**config.mk**
```make
export PLATFORM = sky130hd
export DESIGN_NAME = setclr_reg_bank
export DESIGN_NICKNAME = d
export VERILOG_FILES = /design/src/rtl/setclr_pkg.sv /design/src/rtl/setclr_apb_dec.sv /design/src/rtl/setclr_bank.sv /design/src/rtl/setclr_evt_flags.sv /design/src/rtl/setclr_reg_bank.sv
export SDC_FILE = /design/constraint.sdc
export NUM_CORES = 1
export LEC_CHECK = 0
export BUFFER_PORTS_ARGS = -buffer_cell sky130_fd_sc_hd__buf_2
export CAP_MARGIN = 40
export CORE_ASPECT_RATIO = 0.9
export CORE_MARGIN = 2
export CORE_UTILIZATION = 40
export CTS_CLUSTER_SIZE = 24
export DETAILED_ROUTE_END_ITERATION = 8
export HOLD_SLACK_MARGIN = 0.02
export PLACE_DENSITY = 0.71
export SKIP_CTS_REPAIR_TIMING = 1
export SLEW_MARGIN = 10
export SYNTH_ARGS = -nofsm -noshare
export SYNTH_HDL_FRONTEND = slang
export SYNTH_SLANG_ARGS = --single-unit
```
**constraint.sdc**
```tcl
create_clock -name clk_i -period 3.4 [get_ports clk_i]
set_input_delay 0.85 -clock clk_i [delete_from_list [all_inputs] [get_ports clk_i]]
set_output_delay 0.85 -clock clk_i [all_outputs]
set_load 0.01 [all_outputs]
```
**src/rtl/setclr_pkg.sv**
```systemverilog
package setclr_pkg;
  localparam int DATA_W   = 32;
  localparam int NUM_REGS = 9;

  typedef enum logic [3:0] {
    REG_CMD      = 4'd0,
    REG_MODE     = 4'd1,
    REG_CH_SET   = 4'd2,
    REG_CH_CLR   = 4'd3,
    REG_CH_STAT  = 4'd4,
    REG_IRQ_ON   = 4'd5,
    REG_IRQ_OFF  = 4'd6,
    REG_IRQ_MASK = 4'd7,
    REG_EVT      = 4'd8
  } reg_idx_e;
endpackage

```
**src/rtl/setclr_apb_dec.sv**
```systemverilog
module setclr_apb_dec
  import setclr_pkg::*;
#(
  parameter int ADDR_W = 8
) (
  input  logic                clk_i,
  input  logic                rst_ni,
  input  logic                psel_i,
  input  logic                penable_i,
  input  logic                pwrite_i,
  input  logic [ADDR_W-1:0]   paddr_i,
  output logic [NUM_REGS-1:0] wr_sel_o,
  output logic [NUM_REGS-1:0] rd_sel_o
);
  localparam int IDX_W = ADDR_W - 2;

  logic [IDX_W-1:0]    word_idx;
  logic [NUM_REGS-1:0] hit;
  logic                access;
  logic                unused_lo;

  // word addressing: byte lanes ignored
  assign word_idx  = paddr_i[ADDR_W-1:2];
  assign unused_lo = ^paddr_i[1:0];
  assign access    = psel_i & penable_i;

  for (genvar r = 0; r < NUM_REGS; r++) begin : g_hit
    assign hit[r] = (word_idx == IDX_W'(r));
  end

  assign wr_sel_o = hit & {NUM_REGS{access &  pwrite_i}};
  assign rd_sel_o = hit & {NUM_REGS{access & ~pwrite_i}};

  assert_dec_onehot_R9: assert property (@(posedge clk_i) disable iff (!rst_ni)
    $onehot0(wr_sel_o | rd_sel_o));
  assert_dec_idle_R9: assert property (@(posedge clk_i) disable iff (!rst_ni)
    !(psel_i && penable_i) |-> ((wr_sel_o | rd_sel_o) == '0));
endmodule

```
**src/rtl/setclr_bank.sv**
```systemverilog
module setclr_bank #(
  parameter int W = 8
) (
  input  logic         clk_i,
  input  logic         rst_ni,
  input  logic         set_i,
  input  logic         clr_i,
  input  logic [W-1:0] wd_i,
  output logic [W-1:0] q_o
);
  always_ff @(posedge clk_i or negedge rst_ni) begin
    if (!rst_ni)    q_o <= '0;
    else if (set_i) q_o <= q_o | wd_i;
    else if (clr_i) q_o <= q_o & ~wd_i;
  end

  // serves both the channel enables and the interrupt mask
  assert_set_R4: assert property (@(posedge clk_i) disable iff (!rst_ni)
    set_i |=> ((q_o & $past(wd_i)) == $past(wd_i)));
  assert_clr_R4: assert property (@(posedge clk_i) disable iff (!rst_ni)
    (clr_i && !set_i) |=> ((q_o & $past(wd_i)) == '0));
  assert_zero_bits_R5: assert property (@(posedge clk_i) disable iff (!rst_ni)
    (set_i || clr_i) |=> ((q_o & ~$past(wd_i)) == ($past(q_o) & ~$past(wd_i))));
  assert_hold_R4: assert property (@(posedge clk_i) disable iff (!rst_ni)
    (!set_i && !clr_i) |=> $stable(q_o));
endmodule

```
**src/rtl/setclr_evt_flags.sv**
```systemverilog
module setclr_evt_flags #(
  parameter int W = 8
) (
  input  logic         clk_i,
  input  logic         rst_ni,
  input  logic [W-1:0] evt_i,
  input  logic         rd_clr_i,
  output logic [W-1:0] q_o
);
  // hardware set overrides the read-clear
  always_ff @(posedge clk_i or negedge rst_ni) begin
    if (!rst_ni) q_o <= '0;
    else         q_o <= (rd_clr_i ? '0 : q_o) | evt_i;
  end

  assert_hw_wins_R8: assert property (@(posedge clk_i) disable iff (!rst_ni)
    rd_clr_i |=> ((q_o & $past(evt_i)) == $past(evt_i)));
  assert_rd_clr_R7: assert property (@(posedge clk_i) disable iff (!rst_ni)
    (rd_clr_i && evt_i == '0) |=> (q_o == '0));
  assert_sticky_R7: assert property (@(posedge clk_i) disable iff (!rst_ni)
    !rd_clr_i |=> ((q_o & $past(q_o)) == $past(q_o)));
endmodule

```
**src/rtl/setclr_reg_bank.sv**
```systemverilog
module setclr_reg_bank
  import setclr_pkg::*;
#(
  parameter int ADDR_W = 8,
  parameter int CMD_W  = 8,
  parameter int MODE_W = 8,
  parameter int CH_W   = 8,
  parameter int EVT_W  = 8
) (
  input  logic              clk_i,
  input  logic              rst_ni,
  input  logic              psel_i,
  input  logic              penable_i,
  input  logic              pwrite_i,
  input  logic [ADDR_W-1:0] paddr_i,
  input  logic [31:0]       pwdata_i,
  output logic [31:0]       prdata_o,
  output logic              pready_o,
  input  logic [EVT_W-1:0]  evt_i,
  output logic [CMD_W-1:0]  cmd_o,
  output logic [MODE_W-1:0] mode_o,
  output logic [CH_W-1:0]   chan_en_o,
  output logic              irq_o
);
  logic [NUM_REGS-1:0] wr_sel, rd_sel;
  logic [MODE_W-1:0]   mode_q;
  logic [CMD_W-1:0]    cmd_q;
  logic [EVT_W-1:0]    mask_q, flags_q;
  logic                unused_wd;

  assign unused_wd = ^pwdata_i;
  assign pready_o  = 1'b1;

  setclr_apb_dec #(.ADDR_W(ADDR_W)) u_dec (
    .clk_i, .rst_ni, .psel_i, .penable_i, .pwrite_i, .paddr_i,
    .wr_sel_o(wr_sel), .rd_sel_o(rd_sel)
  );

  setclr_bank #(.W(CH_W)) u_chan (
    .clk_i, .rst_ni,
    .set_i(wr_sel[REG_CH_SET]), .clr_i(wr_sel[REG_CH_CLR]),
    .wd_i(pwdata_i[CH_W-1:0]), .q_o(chan_en_o)
  );

  setclr_bank #(.W(EVT_W)) u_mask (
    .clk_i, .rst_ni,
    .set_i(wr_sel[REG_IRQ_ON]), .clr_i(wr_sel[REG_IRQ_OFF]),
    .wd_i(pwdata_i[EVT_W-1:0]), .q_o(mask_q)
  );

  setclr_evt_flags #(.W(EVT_W)) u_flags (
    .clk_i, .rst_ni, .evt_i, .rd_clr_i(rd_sel[REG_EVT]), .q_o(flags_q)
  );

  always_ff @(posedge clk_i or negedge rst_ni) begin
    if (!rst_ni) begin
      mode_q <= '0;
      cmd_q  <= '0;
    end else begin
      if (wr_sel[REG_MODE]) mode_q <= pwdata_i[MODE_W-1:0];
      // self-clearing: only the access cycle loads a nonzero value
      cmd_q <= wr_sel[REG_CMD] ? pwdata_i[CMD_W-1:0] : '0;
    end
  end

  always_comb begin
    prdata_o = '0;
    if (rd_sel[REG_MODE])     prdata_o[MODE_W-1:0] = mode_q;
    if (rd_sel[REG_CH_STAT])  prdata_o[CH_W-1:0]   = chan_en_o;
    if (rd_sel[REG_IRQ_MASK]) prdata_o[EVT_W-1:0]  = mask_q;
    if (rd_sel[REG_EVT])      prdata_o[EVT_W-1:0]  = flags_q;
  end

  assign cmd_o  = cmd_q;
  assign mode_o = mode_q;
  assign irq_o  = |(flags_q & mask_q);

  assert_cmd_pulse_R2: assert property (@(posedge clk_i) disable iff (!rst_ni)
    (psel_i && penable_i && pwrite_i && paddr_i[ADDR_W-1:2] == '0)
      |=> (cmd_o == $past(pwdata_i[CMD_W-1:0])));
  assert_cmd_idle_R2: assert property (@(posedge clk_i) disable iff (!rst_ni)
    !(psel_i && penable_i && pwrite_i) |=> (cmd_o == '0));
  assert_mode_hold_R3: assert property (@(posedge clk_i) disable iff (!rst_ni)
    !(psel_i && penable_i && pwrite_i) |=> $stable(mode_o));
  assert_chan_on_read_R7: assert property (@(posedge clk_i) disable iff (!rst_ni)
    rd_sel[REG_EVT] |=> $stable(chan_en_o));
endmodule

```
==> out/summary.txt <==
Final min period: 3.23 ns
Ant. Diodes: 0
Final Util: 50.2%
TritonCTS Buffers: 5
setup violators final: 0
worst-path fanout max: 9
CP startpoint kind: input port
Fin Clk Skew: 0 ns
Avg Inst Size Synth: 11.3 µm²
Post-Syn Instances: 177
Die H: 71.2 µm
outcome: finished clean
CTS tree: built
Initial Util: 41.5%
dpl hpwl: 3440 µm
WL per Instance: 14.4 µm
die width: 78.6 µm
area occupied by multi-input gates: 887 µm²
total power: 986 µW
first-pass GRT wire length: 7340 µm
Worst-Skew Late Latency: 0.30 ns
Worst EP required: 2.55 ns
VDD IR max: 0.271 mV
crit path DAT: 2.38 ns
fin crit share: 95.0%
Synth top area share: 49.9%
Critical Path Sink Type: output port
ys flop type: dfrtp_1
GRT Util Overall: 17.0%
Initial DRC Count: 66
clk slew on worst S/H paths: 0.08 ns
Final Non-Filler Cells: 309
post-synth cell types: 28
EDFF count, synth: 0
# rows: 24
RSZ-0062 raised after global routing: no
core area: 4830 µm²
FILL cells: 455
Layout area overhead: 21.0%
synth top area cells: dfrtp_1, buf_4, mux2_2
Sequential cell area: 1000 µm²
largest net degree at the start of global routing: 33
H-tree levels: 2
Layout Nets: 296
actual slew at the worst max-slew pin: 0.611 ns
Synth area leader: dfrtp_1
share of cells above drive strength 1: 39.8%
maxcap violations: 0
Rel. slew slack: 59.1%
Die ar.: 5590 µm²
power per standard cell area: 406 nW/µm²
grt ovf: 0
routed vias: 1,562
commonest non-fill, non-tap cell in the layout: buf_2
register area share after synthesis: 49.9%
area of the mapped netlist: 2000 µm²
commonest cells after routing, fill and taps aside: buf_2, dfrtp_1, conb_1
Final Hold Viols: 0
Ports: 111
Post-route DRC: 0
Post-synth ARST share: 100%
Clock Tree Root: clkbuf_8
Vias/cell: 5.06
critical path type: input port to output port
Fmax achieved: 309 MHz
Hold Path Class: input port to asynchronous set/reset pin
final setup margin: 0.169 ns
Max Slew Vio Count: 0
Synth Warn #: 0
clock sink count: 40
placer congestion estimate: 0.829
routed wire length: 4460 µm
initial antenna violation count: 0
worst slack at placement: 0.191 ns
Placed Instances: 301
clk buf depth: 2
flops & latches, synth: 40
Detailed Routing Iterations Pass 1: 4
Port Buffer Count: 59
Fin Setup TNS: 0 ns
final antenna-violating net count: 0
leakage: 1.19 nW
vias in the first global route: 1,477
-- critical path: stages --
cell	delay [ns]
buf_2	0.11
or4_4	0.56
nor3_4	0.34
a221oi_1	0.18
o2bb2ai_1	0.18
buf_2	0.15
-- through the flow --
stage	hold slack, ns	cell area (µm²)
after floorplan	0.472	2090
after global placement	0.489	2300
after detailed placement	0.497	2320
after CTS	0.406	2430
after global routing	0.406	2430
final	0.397	2430
-- where the power goes --
group	internal (mW)	total (mW)	switching, mW
sequential	0.489	0.500	0.0108
clock	0.218	0.381	0.164
combinational	0.0390	0.104	0.0655
-- layout make-up --
class                      instances  share of cell area [%]
sequential                        40                    41.3
multi-input combinational        131                    36.6
inverter                           1                   0.155
clock inverter                     2                    1.44
tap                               65                    3.35
timing repair buffer              64                    14.2
clock buffer                       6                    2.99
-- synth_stat cells, drive strengths merged, types with 3 or more instances --
| cell | count |
|---|---|
| a22oi | 4 |
| mux2 | 16 |
| nand4 | 3 |
| a21o | 8 |
| dfrtp | 40 |
| o21ai | 8 |
| nand2 | 9 |
| clkbuf | 3 |
| o2bb2ai | 8 |
| nor2 | 4 |
| a221oi | 8 |
| nor3 | 4 |
| and2 | 8 |
| buf | 25 |
| a21oi | 16 |
-- per-layer routing --
metal / share of wire (%) / track usage, %
met2: 45 / 24.7
met4: 1.2 / 4.09
met5: 0 / 0
met3: 7.7 / 5.48
met1: 46 / 24.9
-- final timing paths --
path / startpoint / to / slack (ns) / cells past startpoint
max: paddr_i[7] / prdata_o[2] / 0.17 / 6
min: rst_ni / u_flags.q_o[0] / 0.40 / 1
max reg2reg: flip-flop / flip-flop / 2.61 / 1
min reg2reg: u_flags.q_o[1] / u_flags.q_o[1] / 0.51 / 1
max in group asynchronous: rst_ni / asynchronous set/reset pin / 2.55 / 2
min in group clk_i: u_flags.q_o[1] / u_flags.q_o[1] / 0.51 / 1
-- cell families after synthesis --
| logic type | after synthesis | synth area share (%) |
|---|---|---|
| buffers and inverters | 29 | 10.1 |
| AO/OA/AOI/OAI | 53 | 17.8 |
| AND/OR/NAND/NOR | 37 | 12.8 |
| multiplexers | 16 | 8.99 |
| flip-flops | 40 | 49.9 |
| other | 2 | 0.375 |
(Power assumes the default switching activity.)
